## config.mk

```make
export PLATFORM = sky130hd
export DESIGN_NAME = acq_packetizer
export DESIGN_NICKNAME = d
export VERILOG_FILES = /design/src/rtl/acq_pkg.sv /design/src/rtl/acq_src_mux.sv /design/src/rtl/acq_pack_ctrl.sv /design/src/rtl/acq_word_fifo.sv /design/src/rtl/acq_packetizer.sv
export SDC_FILE = /design/constraint.sdc
export NUM_CORES = 1
export LEC_CHECK = 0
export ABC_AREA = 1
export BUFFER_PORTS_ARGS = -buffer_cell sky130_fd_sc_hd__buf_2
export CORE_MARGIN = 2
export CORE_UTILIZATION = 60
export CTS_CLUSTER_DIAMETER = 60
export CTS_CLUSTER_SIZE = 16
export DETAILED_ROUTE_END_ITERATION = 7
export GPL_TIMING_DRIVEN = 1
export PLACE_DENSITY = 0.87
export SKIP_CTS_REPAIR_TIMING = 1
export SLEW_MARGIN = 10
export SYNTH_ARGS = -nofsm -noshare
export SYNTH_HDL_FRONTEND = slang
export SYNTH_SLANG_ARGS = --single-unit
```

## constraint.sdc

```tcl
create_clock -name clk -period 3.3 [get_ports clk]
set_input_delay 0.165 -clock clk [delete_from_list [all_inputs] [get_ports clk]]
set_output_delay 0.165 -clock clk [all_outputs]
set_load 0.005 [all_outputs]
```

## src/rtl/acq_pkg.sv

```systemverilog
package acq_pkg;
    localparam int WORD_W = 32;
    localparam int HALF_W = WORD_W / 2;

    typedef enum logic [2:0] {
        ST_IDLE,
        ST_CAP,
        ST_PAD,
        ST_STAMP,
        ST_META
    } acq_state_e;

    typedef struct packed {
        logic              sop;
        logic              eop;
        logic [WORD_W-1:0] data;
    } acq_word_t;
endpackage

```

## src/rtl/acq_src_mux.sv

```systemverilog
module acq_src_mux #(
    parameter int SMP_W  = 12,
    parameter int HALF_W = 16,
    parameter int SEL_W  = 2
) (
    input  logic [SEL_W-1:0] sel,
    input  logic [SMP_W-1:0] src0,
    input  logic [SMP_W-1:0] src1,
    input  logic [SMP_W-1:0] src2,
    input  logic [SMP_W-1:0] src3,
    output logic [HALF_W-1:0] smp_ext
);
    localparam int EXT_W = HALF_W - SMP_W;

    logic [SMP_W-1:0] picked;

    always_comb begin
        case (sel)
            2'd0:    picked = src0;
            2'd1:    picked = src1;
            2'd2:    picked = src2;
            default: picked = src3;
        endcase
        smp_ext = {{EXT_W{picked[SMP_W-1]}}, picked};
    end
endmodule

```

## src/rtl/acq_pack_ctrl.sv

```systemverilog
module acq_pack_ctrl
    import acq_pkg::*;
#(
    parameter int CNT_W = 16,
    parameter int SEL_W = 2
) (
    input  logic              clk,
    input  logic              rst_n,
    input  logic              smp_valid,
    input  logic [HALF_W-1:0] smp_ext,
    input  logic [SEL_W-1:0]  sel,
    input  logic              gate,
    input  logic [WORD_W-1:0] time_cnt,
    input  logic              single_shot,
    input  logic              arm,
    input  logic              fifo_full,
    output logic              push,
    output acq_word_t         push_word
);
    localparam int ZERO_W = WORD_W - 4 - CNT_W;

    typedef struct packed {
        acq_state_e        st;
        logic [WORD_W-1:0] stamp;
        logic [SEL_W-1:0]  chan;
        logic [CNT_W-1:0]  cnt;
        logic [HALF_W-1:0] held;
        logic              held_v;
        logic              sop_due;
        logic              lost;
        logic              odd;
        logic              spent;
    } ctrl_t;

    ctrl_t ctl_d, ctl_q;

    always_comb begin
        ctl_d     = ctl_q;
        push      = 1'b0;
        push_word = '0;
        if (arm) ctl_d.spent = 1'b0;
        case (ctl_q.st)
            ST_IDLE: begin
                if (smp_valid && gate && !(single_shot && ctl_q.spent)) begin
                    ctl_d.st      = ST_CAP;
                    ctl_d.stamp   = time_cnt;
                    ctl_d.chan    = sel;
                    ctl_d.cnt     = CNT_W'(1);
                    ctl_d.held    = smp_ext;
                    ctl_d.held_v  = 1'b1;
                    ctl_d.sop_due = 1'b1;
                    ctl_d.lost    = 1'b0;
                    ctl_d.odd     = 1'b0;
                end
            end
            ST_CAP: begin
                if (!gate) begin
                    ctl_d.st = ctl_q.held_v ? ST_PAD : ST_STAMP;
                end else if (smp_valid) begin
                    ctl_d.cnt = ctl_q.cnt + CNT_W'(1);
                    if (ctl_q.held_v) begin
                        ctl_d.held_v = 1'b0;
                        if (fifo_full) begin
                            ctl_d.lost = 1'b1;
                        end else begin
                            push          = 1'b1;
                            push_word.sop  = ctl_q.sop_due;
                            push_word.data = {smp_ext, ctl_q.held};
                            ctl_d.sop_due  = 1'b0;
                        end
                    end else begin
                        ctl_d.held   = smp_ext;
                        ctl_d.held_v = 1'b1;
                    end
                end
            end
            ST_PAD: begin
                if (!fifo_full) begin
                    push           = 1'b1;
                    push_word.sop  = ctl_q.sop_due;
                    push_word.data = {{HALF_W{1'b0}}, ctl_q.held};
                    ctl_d.sop_due  = 1'b0;
                    ctl_d.held_v   = 1'b0;
                    ctl_d.odd      = 1'b1;
                    ctl_d.st       = ST_STAMP;
                end
            end
            ST_STAMP: begin
                if (!fifo_full) begin
                    push           = 1'b1;
                    push_word.sop  = ctl_q.sop_due;
                    push_word.data = ctl_q.stamp;
                    ctl_d.sop_due  = 1'b0;
                    ctl_d.st       = ST_META;
                end
            end
            ST_META: begin
                if (!fifo_full) begin
                    push           = 1'b1;
                    push_word.eop  = 1'b1;
                    push_word.data = {ctl_q.lost, ctl_q.odd, ctl_q.chan,
                                      {ZERO_W{1'b0}}, ctl_q.cnt};
                    ctl_d.st       = ST_IDLE;
                    if (single_shot) ctl_d.spent = 1'b1;
                end
            end
            default: ctl_d.st = ST_IDLE;
        endcase
    end

    always_ff @(posedge clk) begin
        if (!rst_n) begin
            ctl_q    <= '0;
            ctl_q.st <= ST_IDLE;
        end else begin
            ctl_q <= ctl_d;
        end
    end

    acq_state_e       st_now;
    logic [WORD_W-1:0] stamp_now;
    logic              spent_now;
    assign st_now    = ctl_q.st;
    assign stamp_now = ctl_q.stamp;
    assign spent_now = ctl_q.spent;


    stamp_hold_chk: assert property (@(posedge clk) disable iff (!rst_n)
        (st_now == ST_CAP && $past(st_now) == ST_CAP) |-> $stable(stamp_now));


    no_gate_no_start_chk: assert property (@(posedge clk) disable iff (!rst_n)
        (st_now == ST_IDLE && !gate) |=> (st_now == ST_IDLE));


    shot_hold_chk: assert property (@(posedge clk) disable iff (!rst_n)
        (st_now == ST_IDLE && spent_now && single_shot && !arm) |=> (st_now == ST_IDLE));
endmodule

```

## src/rtl/acq_word_fifo.sv

```systemverilog
module acq_word_fifo
    import acq_pkg::*;
#(
    parameter int DEPTH = 8
) (
    input  logic      clk,
    input  logic      rst_n,
    input  logic      push,
    input  acq_word_t din,
    input  logic      pop,
    output acq_word_t head,
    output logic      empty,
    output logic      full
);
    localparam int AW = (DEPTH > 1) ? $clog2(DEPTH) : 1;
    localparam int CW = AW + 1;

    typedef struct packed {
        logic [AW-1:0] wp;
        logic [AW-1:0] rp;
        logic [CW-1:0] cnt;
    } ptr_t;

    ptr_t      ptr_d, ptr_q;
    acq_word_t store [DEPTH];
    logic      do_pop;

    assign empty  = (ptr_q.cnt == '0);
    assign full   = (ptr_q.cnt == CW'(DEPTH));
    assign head   = store[ptr_q.rp];
    assign do_pop = pop && !empty;

    always_comb begin
        ptr_d = ptr_q;
        if (push) ptr_d.wp = (ptr_q.wp == AW'(DEPTH - 1)) ? '0 : ptr_q.wp + AW'(1);
        if (do_pop) ptr_d.rp = (ptr_q.rp == AW'(DEPTH - 1)) ? '0 : ptr_q.rp + AW'(1);
        case ({push, do_pop})
            2'b10:   ptr_d.cnt = ptr_q.cnt + CW'(1);
            2'b01:   ptr_d.cnt = ptr_q.cnt - CW'(1);
            default: ptr_d.cnt = ptr_q.cnt;
        endcase
    end

    always_ff @(posedge clk) begin
        if (!rst_n) ptr_q <= '0;
        else        ptr_q <= ptr_d;
    end

    always_ff @(posedge clk) begin
        if (push) store[ptr_q.wp] <= din;
    end


    no_push_full_chk: assert property (@(posedge clk) disable iff (!rst_n)
        push |-> !full);


    out_hold_chk: assert property (@(posedge clk) disable iff (!rst_n)
        (!empty && !pop) |=> (!empty && $stable(head)));
endmodule

```

## src/rtl/acq_packetizer.sv

```systemverilog
module acq_packetizer
    import acq_pkg::*;
#(
    parameter int SMP_W   = 12,
    parameter int CNT_W   = 16,
    parameter int Q_DEPTH = 8
) (
    input  logic              clk,
    input  logic              rst_n,
    input  logic [1:0]        src_sel,
    input  logic [SMP_W-1:0]  adc_a_data,
    input  logic [SMP_W-1:0]  adc_b_data,
    input  logic [SMP_W-1:0]  test_data,
    input  logic [SMP_W-1:0]  loop_data,
    input  logic              smp_valid,
    input  logic              gate,
    input  logic [WORD_W-1:0] time_cnt,
    input  logic              single_shot,
    input  logic              arm,
    output logic [WORD_W-1:0] out_data,
    output logic              out_valid,
    input  logic              out_ready,
    output logic              out_sop,
    output logic              out_eop
);
    logic [HALF_W-1:0] smp_ext;
    logic              push;
    acq_word_t         push_word;
    acq_word_t         head;
    logic              q_empty;
    logic              q_full;

    acq_src_mux #(.SMP_W(SMP_W), .HALF_W(HALF_W), .SEL_W(2)) u_mux (
        .sel     (src_sel),
        .src0    (adc_a_data),
        .src1    (adc_b_data),
        .src2    (test_data),
        .src3    (loop_data),
        .smp_ext (smp_ext)
    );

    acq_pack_ctrl #(.CNT_W(CNT_W), .SEL_W(2)) u_ctrl (
        .clk         (clk),
        .rst_n       (rst_n),
        .smp_valid   (smp_valid),
        .smp_ext     (smp_ext),
        .sel         (src_sel),
        .gate        (gate),
        .time_cnt    (time_cnt),
        .single_shot (single_shot),
        .arm         (arm),
        .fifo_full   (q_full),
        .push        (push),
        .push_word   (push_word)
    );

    acq_word_fifo #(.DEPTH(Q_DEPTH)) u_fifo (
        .clk   (clk),
        .rst_n (rst_n),
        .push  (push),
        .din   (push_word),
        .pop   (out_ready),
        .head  (head),
        .empty (q_empty),
        .full  (q_full)
    );

    assign out_valid = !q_empty;
    assign out_data  = head.data;
    assign out_sop   = head.sop;
    assign out_eop   = head.eop;
endmodule

```

# ---- Yosys cells after proc, flatten, opt, wreduce, memory -nomap -nowiden
# Memory sizes are Yosys's and may differ from the RTL's. A register that Yosys moved wholly into a read port is not among the register bits.
# Index checks and enable logic that the tools add are counted.
dict set report word_totals {
  register_bits 84
  output_inout_bits 35
  in_bits 89
  ramBits 272
  wordCells 116
  mem_count 1
}
dict set report op_classes {
  muxes 52
  add_sub_neg 5
  n_eq_ne 21
  reduce_logical 24
}
# name depth word_bits rd rd_clocked_by_memory_dff wr line_no
set memory_table {}
lappend memory_table {u_fifo.store 8 34 1 1 1 acq_word_fifo.sv:25} ;# acq_word_t store [DEPTH];
# operator count
set op_table {}
lappend op_table {{two-way mux 32 bit} 5}
lappend op_table {{case mux 32 bit (4 select lines)} 1}
lappend op_table {{two-way mux 73 bit} 1}
lappend op_table {{two-way mux 35 bit} 2}
lappend op_table {{case mux 32 bit (2 select lines)} 1}
lappend op_table {{case mux 12 bit (3 select lines)} 1}
lappend op_table {{two-way mux 33 bit} 1}
lappend op_table {{two-way mux 16 bit} 2}
lappend op_table {{two-way mux 3 bit} 8}
lappend op_table {{two-way mux 1 bit} 20}
lappend op_table {{adder 16 x 1 -> 16 bit, second input constant} 1}
lappend op_table {{case mux 3 bit (5 select lines)} 1}
lappend op_table {{AND reduction 5 bit} 3}
lappend op_table {{inequality test 2 bit, second input constant} 7}
lappend op_table {{AND reduction 6 bit} 2}
lappend op_table {{equality test 3 bit, second input constant} 3}
lappend op_table {{case mux 1 bit (2 select lines)} 4}
lappend op_table {{case mux 4 bit (2 select lines)} 1}
lappend op_table {{adder 3 x 1 -> 3 bit, second input constant} 2}
lappend op_table {{equality test 3 x 2 -> 1 bit, second input constant} 2}
lappend op_table {{inequality test 2 x 1 -> 1 bit, second input constant} 3}
lappend op_table {{nonzero test 2 bit} 3}
lappend op_table {{adder 4 x 1 -> 4 bit, second input constant} 1}
lappend op_table {{equality test 2 x 1 -> 1 bit, second input constant} 2}
lappend op_table {{19 further kinds} 25}

# ---- Logic depth before layout (Yosys ltp)
dict set report logic_depth {
  ltp_word 8
  ltp_mapped 16
  depth_no_buf 16
}

# ---- Hierarchy
# From an unflattened synthesis, not the netlist that was laid out.
dict set report unflattened {
  hier_cells 1492
  hier_area_um2 15509.9
}
# module seq_area_each_um2 area_each_um2 cells_each instances
set modules_own_cells {}
lappend modules_own_cells {acq_word_fifo 8428.1 11280.8 856 1}
lappend modules_own_cells {acq_pack_ctrl 1481.4 3789.9 559 1}
lappend modules_own_cells {acq_src_mux 0.0 435.4 76 1}
lappend modules_own_cells {acq_packetizer 0.0 3.8 1 1}

# ---- Worst setup path after synthesis
# OpenSTA, ideal clock, no wires.
dict set report synth_timing {
  path_type {register -> register}
  from {register u_ctrl.ctl_q, in the netlist u_ctrl.st_now[1]}
  to {memory u_fifo.store[1][0] (netlist bit), enable pin}
  stages_incl_launch_ff 8
  t_arrival_ns 2.453
  setup_time_ns 0.425
  n_path_buf 0
  required_ns 2.875
  synth_period_minus_slack_ns 2.878
  path_slack_ns 0.422
  cell_sequence {dfxtp_1 -> nor2_2 -> nand2_2 -> clkinv_2 -> nand4_4 -> nand2_2 -> nand2_1 -> nor2_1}
}
dict set report synth_between {
  elab_chain_cells 5
  word_cells_on_any_way 8
  cone_classes {eq/ne: 4; mux: 3; reduce/logical: 1}
}
# element line_no
set synth_rtl {}
lappend synth_rtl {{from (decl)} acq_pack_ctrl.sv:35} ;# ctrl_t ctl_d, ctl_q;
lappend synth_rtl {{from (signal assigned)} acq_pack_ctrl.sv:116} ;# ctl_q <= ctl_d;
lappend synth_rtl {{equality test 3 x 2 -> 1 bit or equality test 3 bit (tied branches)} acq_pack_ctrl.sv:42} ;# case (ctl_q.st)
lappend synth_rtl {{OR reduction 3 bit (no source line)} n/a}
lappend synth_rtl {{case mux 1 bit (2 select lines) (*)} acq_pack_ctrl.sv:42}
lappend synth_rtl {{two-way mux 1 bit (*)} acq_word_fifo.sv:50} ;# if (push) store[ptr_q.wp] <= din;
lappend synth_rtl {{two-way mux 1 bit (not written as such) (*)} acq_word_fifo.sv:50}
lappend synth_rtl {{to (decl)} acq_word_fifo.sv:25}
# Mark *: on every way between the ends. The rest lies on a longest branch, timed or not.

==> reports/qor.txt <==
status: finished, final reports clean
drt total wl: 36300 microns
TritonCTS Buffers: 26
drt drc: 0
die footprint: 0.0260 sq mm
Final #Nets: 1674
Synth Warn #: 0
Max clock buf depth: 3
area leader, netlist: edfxtp_1
Synth Net Count: 1548
Clock power frac: 23.6%
Post-synth EDFFs: 272
Met1 Wirelength: 13800 microns
grt ovf: 0
Synth area leaders: edfxtp_1 55%, dfxtp_1 11%, nor2_1 8.2%
CTS tree: yes
DP Area: 0.0158 sq mm
synth cell count leaders: 324 x nor2_1, 276 x nand2_1, 272 x edfxtp_1, 150 x o21ai_0, 83 x dfxtp_1
total power: 12.7 mW
Final WS setup: 0.710 ns
Port Buffers: 123
CP endpoint kind: output port
Slowest Stage Delay on Critical Path: 0.54 ns
Post-Syn Area: 0.0149 sq mm
Crit Path Class: reg2out
final period demand of the worst path: 2.59 ns
Die Y: 161 microns
DR WL/cell: 18.9 microns
Top Metal Used: met4
RSZ-0062 raised after global routing: no
Initial Util: 61.1%
DR WL met2: 18100 microns
sequential element share of the synthesized area: 66.1%
Clock Latency Late Sink: 0.54 ns
most frequent CP cell: nand2_1
n_diodes: 0
LEAKAGE: 6.18 nW
Logic pwr share: 31.2%
dominant synthesized flop cell: edfxtp_1
post-route ant nets: 0
CP arrival: 2.42 ns
initial antenna violation count: 0
type of element launching the critical path: flop
Clock Pin Slew Worst Setup and Hold Paths: 0.07 ns
area grow syn2layout: 13.8%
Iter 0 DRT Violations: 1415
post-synth top area share: 55.0%
DR vias: 11400
Hold/Removal Path Class: in2reg
clock root buffer: clkbuf_16
Psw: 4.44 mW
Synth cell types: 35
htree depth: 1
max cap viols: 0
CP Cell Sequence: buf_4 > nor2_1 > o32ai_1 > nand2_1 > nand2_1 > buf_2
Row Count: 57
setup_tns: 0 ns
Peak VDD IR: 0.000423 V
Setup-failing EPs final: 0
most frequent cell after synthesis: nor2_1
Worst-Margin Slew: 1.23 ns
largest net degree at the start of global routing: 105
vias in the first global route: 10700
drt via density: 5.92
Util after Layout: 69.5%
cell area power density: 752 mW/mm^2
critical path required time: 3.13 ns
first-pass GRT wire length: 54400 microns
Tot GR Track Use: 26.8%
Reg power frac: 45.2%
Cells after Synth: 1451
drt first pass iters: 5
final hold vios: 0
Slew Viols, Final: 0
critical path peak fanout: 70
fin crit share: 78.5%
Max Freq: 386 MHz
slew margin rel.: 17.3%
pre-CTS setup slack: 0.764 ns
Crit-path slowest cell: buf_4
HPWL after DPL: 22000 microns
fillers: 1627
gpl congestion: 0.937
Setup Skew: 0.0159 ns
met3 routed WL: 3400 microns
switching part of the total: 34.9%
Core ar.: 0.0243 sq mm
Die Wd: 161 microns
Pint: 8.27 mW
synthesized flop and latch total: 355
layout cells sized above 1: 12.7%
IO Pins: 124
final instance area: 0.0169 sq mm
syn_area_per_cell: 10.2 sq um
Sink Count: 355
fraction of registers with async set/reset: 0%
## per-stage QoR
stage                     cells  hold slack, ns
after floorplan            1451           0.310
after global placement     1839           0.416
after detailed placement   1839           0.420
after CTS                  1887          -0.137
after global routing       1921          0.0280
final                      1921          0.0104
## worst paths after layout
path	start	endpoint	slack (ns)	cells past startpoint
hold / removal	src_sel[0]	u_ctrl.ctl_q[37]$_SDFFE_PN0P_	0.01	3
hold reg to reg	u_ctrl.ctl_q[6]$_SDFFE_PN0P_	u_ctrl.ctl_q[6]$_SDFFE_PN0P_	0.47	2
setup reg to reg	u_ctrl.st_now[1]$_SDFFE_PN0P_	u_fifo.store[4][1]$_DFFE_PP_	0.84	9
setup / recovery	flop	out_data[16]	0.71	6
## state kept, by name, indices dropped and copies added (netlist names), named ones only
| register | flops |
|---|---|
| u_fifo.store | 272 |
| u_ctrl.ctl_q | 34 |
| u_ctrl.stamp_now | 32 |
| u_fifo.ptr_q | 10 |
| u_ctrl.st_now | 3 |
| u_ctrl.spent_now | 1 |
## layout make-up
cell class	instances	area, sq um	share of cell area [%]
tap	324	405	2.40
clock buffer	47	761	4.50
sequential	355	9840	58.2
clock inverter	1	16.3	0.0962
multi-input combinational	953	4500	26.6
inverter	64	244	1.44
timing repair buffer	177	1140	6.76
## critical path, delay by kind of cell, from the launching register on
family	cells	cell delay, ns
buffers and inverters	2	0.69
AO/OA/AOI/OAI	1	0.37
flip-flops	1	0.38
AND/OR/NAND/NOR	3	0.39
## cell usage in the layout (no fill, tap or decap), types with 8 or more instances in the layout
cell type,count
nand2_1,276
o211ai_1,17
nor2_1,320
dlygate4sd3_1,34
ha_1,8
o21ai_0,150
edfxtp_1,272
clkbuf_1,19
buf_4,17
buf_2,123
nor3_1,16
nand3_1,32
clkbuf_16,27
o32ai_1,68
nor2_4,8
a21oi_1,31
dfxtp_1,81
inv_1,55
## cell families after synthesis
group / count (synthesis) / synth area share [%]
XOR/XNOR: 2 / 0.118
flip-flops: 355 / 66.1
buffers and inverters: 143 / 3.92
adder cells (fa/ha/maj): 8 / 0.674
AO/OA/AOI/OAI: 274 / 11.3
AND/OR/NAND/NOR: 669 / 17.8
## power groups by stage
| stage | clock (mW) | combinational [mW] | sequential, mW |
|---|---|---|---|
| after global placement | 0 | 3.73 | 5.80 |
| after floorplan | 0 | 2.66 | 5.67 |
| after global routing | 3.18 | 4.39 | 5.79 |
| after CTS | 3.01 | 3.89 | 5.73 |
| after detailed placement | 0 | 3.85 | 5.82 |
| final | 3.00 | 3.97 | 5.74 |
## per-layer routing
metal / up-vias / GRT usage (%)
li1: 5272 / -
met1: 5392 / 34.1
met2: 629 / 46.8
met3: 84 / 4.11
met4: 0 / 9.58
met5: - / 0
(Power assumes the default switching activity.)
